$ cat src/rtl/disp35_pkg.sv
package disp35_pkg;

    localparam int SEG_W = 7;

    typedef logic [SEG_W-1:0] seg7_t;

    // lit = 1 form, bit 0 = segment a
    function automatic seg7_t bcd_lit(input logic [3:0] code);
        seg7_t s;
        case (code)
            4'd0:    s = 7'h3F;
            4'd1:    s = 7'h06;
            4'd2:    s = 7'h5B;
            4'd3:    s = 7'h4F;
            4'd4:    s = 7'h66;
            4'd5:    s = 7'h6D;
            4'd6:    s = 7'h7D;
            4'd7:    s = 7'h07;
            4'd8:    s = 7'h7F;
            4'd9:    s = 7'h6F;
            default: s = 7'h00;   // invalid codes stay dark
        endcase
        return s;
    endfunction

endpackage

$ cat src/rtl/disp35_div.sv
module disp35_div #(
    parameter int DIV_HALF = 8
) (
    input  logic clk,
    input  logic rst_n,
    output logic com_q,
    output logic com_nx
);
    localparam int CW = (DIV_HALF > 2) ? $clog2(DIV_HALF) : 1;
    localparam logic [CW-1:0] LAST = CW'(DIV_HALF - 1);

    typedef struct packed {
        logic [CW-1:0] cnt;
        logic          com;
    } div_t;

    div_t st_d, st_q;

    always_comb begin
        st_d = st_q;
        if (st_q.cnt == LAST) begin
            st_d.cnt = '0;
            st_d.com = ~st_q.com;
        end else begin
            st_d.cnt = st_q.cnt + 1'b1;
        end
    end

    always_ff @(posedge clk) begin
        if (!rst_n) st_q <= '0;
        else        st_q <= st_d;
    end

    assign com_q  = st_q.com;
    assign com_nx = rst_n ? st_d.com : 1'b0;

    // the common line flips only after a full half period
    p_com_half_r2: assert property (@(posedge clk) disable iff (!rst_n)
        (st_q.com != $past(st_q.com)) |-> ($past(st_q.cnt) == LAST));

    p_cnt_range_r2: assert property (@(posedge clk) disable iff (!rst_n)
        st_q.cnt <= LAST);

endmodule

$ cat src/rtl/disp35_dec7.sv
module disp35_dec7
    import disp35_pkg::*;
(
    input  logic [3:0] code,
    input  logic       blank,
    output seg7_t      lit
);
    always_comb begin
        lit = blank ? '0 : bcd_lit(code);
    end
endmodule

$ cat src/rtl/disp35_phase.sv
module disp35_phase #(
    parameter int W = 7
) (
    input  logic [W-1:0] lit,
    input  logic         com,
    output logic [W-1:0] drv
);
    // dark pins follow the common line, lit pins oppose it
    always_comb begin
        drv = lit ^ {W{com}};
    end
endmodule

$ cat src/rtl/disp35_ca_drv.sv
module disp35_ca_drv
    import disp35_pkg::*;
#(
    parameter int DIV_HALF = 8,
    parameter int NUM_FULL = 3,
    parameter int BCD_W    = 4
) (
    input  logic                        clk,
    input  logic                        rst_n,
    input  logic [BCD_W-1:0]            lead_bcd_i,
    input  logic [NUM_FULL*BCD_W-1:0]   full_bcd_i,
    input  logic                        neg_i,
    input  logic                        ovf_i,
    output logic [NUM_FULL*SEG_W-1:0]   full_seg_o,
    output logic [1:0]                  half_seg_o,
    output logic                        sign_seg_o,
    output logic                        com_o
);
    localparam int FW = NUM_FULL * SEG_W;

    typedef struct packed {
        logic [FW-1:0] full;
        logic [1:0]    half;
        logic          sign;
    } drv_t;

    drv_t st_d, st_q;

    logic          com_q, com_nx;
    logic [FW-1:0] full_drv;
    logic [1:0]    half_lit, half_drv;
    logic [0:0]    sign_drv;

    disp35_div #(.DIV_HALF(DIV_HALF)) u_div (
        .clk    (clk),
        .rst_n  (rst_n),
        .com_q  (com_q),
        .com_nx (com_nx)
    );

    for (genvar g = 0; g < NUM_FULL; g++) begin : g_dig
        seg7_t lit;

        disp35_dec7 u_dec (
            .code  (full_bcd_i[g*BCD_W +: 4]),
            .blank (ovf_i),
            .lit   (lit)
        );

        disp35_phase #(.W(SEG_W)) u_ph (
            .lit (lit),
            .com (com_nx),
            .drv (full_drv[g*SEG_W +: SEG_W])
        );

        // out-of-range code on a digit leaves it dark
        p_bad_code_r5: assert property (@(posedge clk) disable iff (!rst_n)
            (!ovf_i && (full_bcd_i[g*BCD_W +: 4] > 4'd9))
            |=> (full_seg_o[g*SEG_W +: SEG_W] == {SEG_W{com_o}}));
    end

    always_comb begin
        half_lit = {2{ovf_i || (lead_bcd_i == BCD_W'(1))}};
    end

    disp35_phase #(.W(2)) u_half_ph (
        .lit (half_lit),
        .com (com_nx),
        .drv (half_drv)
    );

    disp35_phase #(.W(1)) u_sign_ph (
        .lit (neg_i),
        .com (com_nx),
        .drv (sign_drv)
    );

    always_comb begin
        st_d      = st_q;
        st_d.full = full_drv;
        st_d.half = half_drv;
        st_d.sign = sign_drv[0];
    end

    always_ff @(posedge clk) begin
        if (!rst_n) st_q <= '0;
        else        st_q <= st_d;
    end

    assign full_seg_o = st_q.full;
    assign half_seg_o = st_q.half;
    assign sign_seg_o = st_q.sign;
    assign com_o      = com_q;

    // overrange darkens all full digits and lights the half digit
    p_ovf_blank_r7: assert property (@(posedge clk) disable iff (!rst_n)
        ovf_i |=> (full_seg_o == {FW{com_o}}) && (half_seg_o == {2{~com_o}}));

    // leading code 1 lights both half-digit segments
    p_half_one_r6: assert property (@(posedge clk) disable iff (!rst_n)
        (lead_bcd_i == BCD_W'(1)) |=> (half_seg_o == {2{~com_o}}));

    p_half_off_r6: assert property (@(posedge clk) disable iff (!rst_n)
        (!ovf_i && lead_bcd_i != BCD_W'(1)) |=> (half_seg_o == {2{com_o}}));

    // sign segment follows the negative flag
    p_sign_on_r8: assert property (@(posedge clk) disable iff (!rst_n)
        neg_i |=> (sign_seg_o != com_o));

    p_sign_off_r8: assert property (@(posedge clk) disable iff (!rst_n)
        !neg_i |=> (sign_seg_o == com_o));

endmodule

$ cat config.mk
export PLATFORM = sky130hd
export DESIGN_NAME = disp35_ca_drv
export DESIGN_NICKNAME = d
export VERILOG_FILES = /design/src/rtl/disp35_pkg.sv /design/src/rtl/disp35_div.sv /design/src/rtl/disp35_dec7.sv /design/src/rtl/disp35_phase.sv /design/src/rtl/disp35_ca_drv.sv
export SDC_FILE = /design/constraint.sdc
export NUM_CORES = 1
export LEC_CHECK = 0
export ABC_CLOCK_PERIOD_IN_PS = 1700
export BUFFER_PORTS_ARGS = -buffer_cell sky130_fd_sc_hd__buf_2
export CAP_MARGIN = 20
export CORE_ASPECT_RATIO = 1.25
export CORE_UTILIZATION = 50
export CTS_CLUSTER_DIAMETER = 150
export DETAILED_ROUTE_END_ITERATION = 10
export PLACE_DENSITY = 0.83
export SETUP_SLACK_MARGIN = 0.05
export SKIP_CTS_REPAIR_TIMING = 1
export SKIP_LAST_GASP = 1
export SYNTH_ARGS = -nofsm -noshare
export SYNTH_HDL_FRONTEND = slang
export SYNTH_SLANG_ARGS = --single-unit
$ cat constraint.sdc
create_clock -name clk -period 1.7 [get_ports clk]
set_input_delay 0.085 -clock clk [delete_from_list [all_inputs] [get_ports clk]]
set_output_delay 0.085 -clock clk [all_outputs]
set_load 0.02 [all_outputs]
Yosys cells after proc, flatten, opt, wreduce, memory -nomap -nowiden
Memory sizes are Yosys's and may differ from the RTL's.
Cells that the tools add are included.
{ "word_totals": {"elab_cells": 25, "output_inout_bits": 25, "ram_bits": 0, "latchBits": 0, "romBits": 336, "regBits": 28, "memories": 3, "input_bits": 20} }
{ "op_classes": {"add_sub_neg": 1, "n_bitwise": 7, "n_mux": 5, "shift": 0, "mul": 0, "order_cmp": 0, "n_eq_ne": 2, "div": 0, "n_reduce_logical": 2} }
{ "memory_table": {"columns": ["memory", "words", "width", "read_ports", "rd_clocked_by_memory_dff", "write_ports", "line", "source"], "rows": [
  ["(no name shown)", 16, 7, 1, 0, 0, "disp35_pkg.sv:10", "case (code)"],
  ["(no name shown)", 16, 7, 1, 0, 0, "disp35_pkg.sv:10", null],
  ["(no name shown)", 16, 7, 1, 0, 0, "disp35_pkg.sv:10", null]
]} }
{ "ops": {"columns": ["operator", "count"], "rows": [
  ["two-way mux 7 bit", 3],
  ["XOR 7 bit", 3],
  ["== test 4 x 1 -> 1 bit, second input constant", 1],
  ["adder 3 x 1 -> 3 bit, second input constant", 1],
  ["== test 3 bit, second input constant", 1],
  ["two-way mux 1 bit", 2],
  ["inverter 1 bit", 2],
  ["OR reduction 2 bit", 1],
  ["XOR 2 bit", 1],
  ["logical OR 1 bit", 1],
  ["XOR 1 bit", 1]
]} }

Depth between registers and ports, before layout
{ "depth": {"depth_word": 4, "mapped_depth": 7} }

Hierarchy
From an unflattened synthesis, not the netlist that was laid out.
{ "hier_totals": {"hier_cells": 184, "hier_area_um2": 1779.2} }
{ "modules_own_cells": {"columns": ["mod", "instances", "seq_area_each_um2", "cells_per_inst", "area_each_um2"], "rows": [
  ["disp35_ca_drv", 1, 480.5, 52, 690.7],
  ["disp35_dec7", 3, 0.0, 31, 230.2],
  ["disp35_phase (g_dig[0].u_ph ...)", 3, 0.0, 8, 72.6],
  ["disp35_div", 1, 80.1, 12, 153.9],
  ["disp35_phase (u_half_ph)", 1, 0.0, 2, 17.5],
  ["disp35_phase (u_sign_ph)", 1, 0.0, 1, 8.8]
]} }

Least setup slack after synthesis
No wires, ideal clock.
{ "synth_timing": {"path_type": "reg2reg", "startpoint": "register u_div.st_q[1] (netlist name)", "endpoint": "register st_q, in the netlist full_seg_o[15]", "setup_time_ns": 0.127, "slack_ns": 0.180, "arrival_time_ns": 1.393, "required_ns": 1.573, "stages_incl_launch_ff": 8, "cell_sequence": "dfxtp_1 -> ha_1 -> ha_1 -> xor2_2 -> inv_2 -> nand2_4 -> buf_6 -> mux2i_1"} }
{ "synth_between": {"elab_chain_cells": 4} }
{ "synth_lines": {"columns": ["item", "line", "source"], "rows": [
  ["from (decl)", "disp35_div.sv:17", "div_t st_d, st_q;"],
  ["from (signal assigned)", "disp35_div.sv:31", "else st_q <= st_d;"],
  ["== test 3 bit", "disp35_div.sv:21", "if (st_q.cnt == LAST) begin"],
  ["two-way mux 1 bit", "disp35_div.sv:21", null],
  ["two-way mux 1 bit", "disp35_div.sv:35", "assign com_nx = rst_n ? st_d.com : 1'b0;"],
  ["XOR 7 bit", "disp35_phase.sv:10", "drv = lit ^ {W{com}};"],
  ["to (signal assigned)", "disp35_ca_drv.sv:87", "else st_q <= st_d;"],
  ["to (decl)", "disp35_ca_drv.sv:27", "drv_t st_d, st_q;"]
]} }
No other way between the ends.
A chain may end at the register's enable or synchronous reset.

Final worst setup path
{ "layout_timing": {"startpoint": "register u_div.st_q[1] (netlist name)", "endpoint": "register st_q, in the netlist full_seg_o[4]"} }
Same word-level chain as after synthesis.

==> summary.md <==
| Metric | Value |
|---|---|
| Ratio of routed vias to standard cells | `5.05` |
| Iteration count of the initial detailed-routing pass | `3` |
| Cells on worst reg2reg path | `6` |
| TritonCTS clock tree | `done` |
| Overall routed net length | `2700 µm` |
| Routing usage on met3 | `3.24%` |
| Cell-by-cell trace of the critical path | `ha_1, ha_1, xor2_2, inv_2, xnor2_1, and2_1` |
| Grt met1 use | `20.7%` |
| Drt drc | `0` |
| Final critical-path required period | `1.56 ns` |
| Fraction of layout cells with a size suffix above 1 | `27.5%` |
| Area fraction in compound gates after synthesis | `10.3%` |
| Worst slew pin tran | `0.437 ns` |
| Relative slew slack | `70.8%` |
| P per Cell Area | `669 nW/µm²` |
| Layout Area Growth over Synthesis | `15.4%` |
| Final nets | `249` |
| Endpoint class of the critical path | `flop` |
| Final number of max-transition violations | `0` |
| Most prevalent standard cell on the critical path | `sky130_fd_sc_hd__ha_1` |
| M2 GR Usage | `30.9%` |
| Post-route antenna net violation count | `0` |
| Die width | `52.5 µm` |
| Family with the most delay on the worst path | `adder cells` |
| Filler Cells Inserted | `287` |
| H-tree lvl count | `1` |
| Final setup violation count | `0` |
| Fraction of the yosys area taken by sequential cells | `33.9%` |
| Number of core rows | `22` |
| Post-placement cell count | `243` |
| Number of sinks on the clock net | `27` |
| Slowest CP cell | `sky130_fd_sc_hd__dfxtp_1` |
| Post-Layout Cell Count | `247` |
| Largest net degree at the start of global routing | `26` |
| Number of DRC markers after the initial detailed-route iteration | `19` |
| Setup slack on the worst flop-to-flop path | `0.14 ns` |
| Area enclosed by the die boundary | `3420 µm²` |
| Peak ir drop on the vdd network | `599 µV` |
| Cell Area, Synth | `1600 µm²` |
| Number of stages on the worst hold path | `3` |
| Critical path launch point type | `flop` |
| Crit. path cell count | `6` |
| Number of global-route vias before repair | `1126` |
| Count of final hold-check violations | `0` |
| Mean instance size in the synthesized netlist | `9.28 µm²` |
| Register bit total from synthesis | `27` |
| Arithmetic-cell share of the synthesized area counting full adders, half adders and majority gates | `13.3%` |
| Number of CTS-inserted buffers | `3` |
| Max-capacitance violation count | `0` |
| Largest fanout on the critical path | `4` |
| Chip Height | `65.2 µm` |
| IO Count | `45` |
| Post-synthesis mux area share | `13.3%` |
| Grt peak-use layer | `met2` |
| Average wire per cell in the routed design | `10.9 µm` |
| Maximum number of buffers from clock root to sink | `2` |
| Outcome | `completed` |
| Post-synthesis share of cell area spent on and, or, nand and nor gates | `18.3%` |
| Initial antenna violation count | `0` |
| Number of vias in the routed layout | `1247` |
| Worst Clk Skew | `0.00817 ns` |
| Clock-pin slew of the registers on the worst-case setup and hold paths | `0.14 ns` |
| Most used flip-flop cell after synthesis | `sky130_fd_sc_hd__dfxtp_1` |
| Leak pwr | `0.971 nW` |
| Number of enable flip-flop cells after synthesis | `0` |
| Antenna diodes | `0` |
| Max incr delay on CP | `0.34 ns` |
| Bufs and invs on worst path | `1` |
| Classification of the worst-slack hold path | `input port to flop` |
| Fraction of registers with async set or reset after synthesis | `0%` |
| Area of the core | `3000 µm²` |
| Synthesized Nets | `209` |
| Wire length of the first global-routing pass | `4530 µm` |
| Critical path type | `flop to flop` |
| Yosys warning total | `0` |
| Worst path arrival time | `1.79 ns` |
| Leftover overflow at the end of global routing | `0` |
| Detailed placer's ending HPWL | `2060 µm` |
| Number of I/O port buffers | `44` |
| Clock tree root driver cell | `sky130_fd_sc_hd__clkbuf_4` |
| Gate count of the mapped netlist | `172` |
| Worst EP required | `1.93 ns` |
| Most common library cell in the layout ignoring fill and taps | `sky130_fd_sc_hd__buf_2` |
| Most frequent cells in the layout | `sky130_fd_sc_hd__buf_2 (44), sky130_fd_sc_hd__dfxtp_1 (27), sky130_fd_sc_hd__nor2_1 (23)` |
| Fraction of synthesized cell area in xor and xnor cells | `4.31%` |
| Achievable frequency | `641 MHz` |
| Main combinational cell family by area after synthesis | `simple AND/OR/NAND/NOR gates` |
| Post-synthesis cell type count | `34` |
| Initial Utilization | `53.2%` |
| Post-route setup TNS | `0 ns` |
| Setup repair after global routing missed its margin | `no` |
| Overall Global Routing Usage | `17.5%` |
| Clock insertion delay at the later pin of the skew report | `0.32 ns` |
| Post-route fraction of the period consumed by the critical path | `91.8%` |
| Weighted congestion reported at the end of routability-driven placement | `0.764` |
==> kinds of logic (layout without fill, tap and decap cells) <==
kind of cell	after synthesis	in the layout
buf+inv	20	59
simple gates	55	55
fa+ha+maj	17	17
mux	21	21
compound gates	25	25
xor+xnor	7	7
flops	27	27
==> per-stage QoR <==
step	power, W	hold slack [ns]	setup WS, ns	cell area (µm²)	utilization (%)
after floorplan	0.000902	0.304	0.180	1600	-
after global placement	0.000977	0.412	0.241	1800	60.1
after detailed placement	0.000981	0.421	0.175	1800	60.1
after CTS	0.00125	0.0595	0.127	1830	61.0
after global routing	0.00130	0.0677	0.0496	1840	61.4
final	0.00123	0.0681	0.140	1840	61.4
==> worst register-to-register path, stage by stage, from the launching register on <==
cell                      delay (ns)
sky130_fd_sc_hd__dfxtp_1        0.34
sky130_fd_sc_hd__ha_1           0.19
sky130_fd_sc_hd__ha_1           0.24
sky130_fd_sc_hd__xor2_2         0.25
sky130_fd_sc_hd__inv_2          0.14
sky130_fd_sc_hd__xnor2_1        0.15
sky130_fd_sc_hd__and2_1         0.16
==> layout make-up <==
cell class	instances	area (µm²)	area share, %
well taps	36	45.0	2.44
clock inverters	1	5.00	0.272
flip-flops and latches	27	541	29.3
multi-input cells	125	965	52.3
repair buffers	45	228	12.4
inverters	10	37.5	2.04
clock buffers	3	22.5	1.22
==> power breakdown <==
part           leakage [nW]  switching, W  internal (W)  total [W]
Clock                0.0177      0.000178     0.0000880   0.000266
Combinational         0.731      0.000166      0.000123   0.000289
Sequential            0.222    0.00000998      0.000668   0.000678
Total                 0.971      0.000354      0.000880    0.00123
==> synthesized netlist by cell type (2+ instances only) <==
| cell type | instances | area [µm²] |
|---|---|---|
| sky130_fd_sc_hd__dfxtp_1 | 27 | 541 |
| sky130_fd_sc_hd__nor3_1 | 6 | 30.0 |
| sky130_fd_sc_hd__inv_1 | 9 | 33.8 |
| sky130_fd_sc_hd__and2_1 | 5 | 31.3 |
| sky130_fd_sc_hd__a21o_1 | 2 | 15.0 |
| sky130_fd_sc_hd__a2bb2oi_1 | 2 | 17.5 |
| sky130_fd_sc_hd__xnor2_1 | 4 | 35.0 |
| sky130_fd_sc_hd__nand2b_1 | 8 | 50.1 |
| sky130_fd_sc_hd__mux2_2 | 2 | 22.5 |
| sky130_fd_sc_hd__nor2_1 | 23 | 86.3 |
| sky130_fd_sc_hd__buf_4 | 3 | 22.5 |
| sky130_fd_sc_hd__xor2_1 | 2 | 17.5 |
| sky130_fd_sc_hd__clkbuf_1 | 2 | 7.51 |
| sky130_fd_sc_hd__mux2i_1 | 19 | 190 |
| sky130_fd_sc_hd__and3b_2 | 2 | 20.0 |
| sky130_fd_sc_hd__a21oi_1 | 10 | 50.1 |
| sky130_fd_sc_hd__nor2b_1 | 5 | 31.3 |
| sky130_fd_sc_hd__a211oi_1 | 2 | 15.0 |
| sky130_fd_sc_hd__buf_6 | 2 | 22.5 |
| sky130_fd_sc_hd__buf_2 | 3 | 15.0 |
| sky130_fd_sc_hd__o21a_1 | 4 | 30.0 |
| sky130_fd_sc_hd__o21ai_0 | 2 | 10.0 |
| sky130_fd_sc_hd__ha_1 | 17 | 213 |
==> routing by layer <==
| layer | routed length [µm] | part of all wire, % | up-vias |
|---|---|---|---|
| met3 | 138 | 5.1 | 5 |
| met5 | 0 | 0 | - |
| met4 | 31 | 1.1 | 0 |
| met2 | 1220 | 45 | 34 |
| met1 | 1310 | 48 | 553 |
| li1 | - | - | 655 |
==> registers in the layout, indices dropped and copies added (netlist names) <==
signal and cells:
sign_seg_o 1, u_div.com_q 1, u_div.st_q 3, full_seg_o 21, half_seg_o 1
==> path summary, 6_finish.rpt <==
path | start | endpoint
setup / recovery | u_div.st_q[1]$_SDFF_PP0_ | full_seg_o[4]$_SDFF_PN0_
hold / removal | neg_i | sign_seg_o$_SDFF_PN0_
setup reg to reg | u_div.st_q[1]$_SDFF_PP0_ | full_seg_o[4]$_SDFF_PN0_
hold reg to reg | u_div.st_q[1]$_SDFF_PP0_ | u_div.st_q[1]$_SDFF_PP0_
Power figures use the tool's default switching activity.
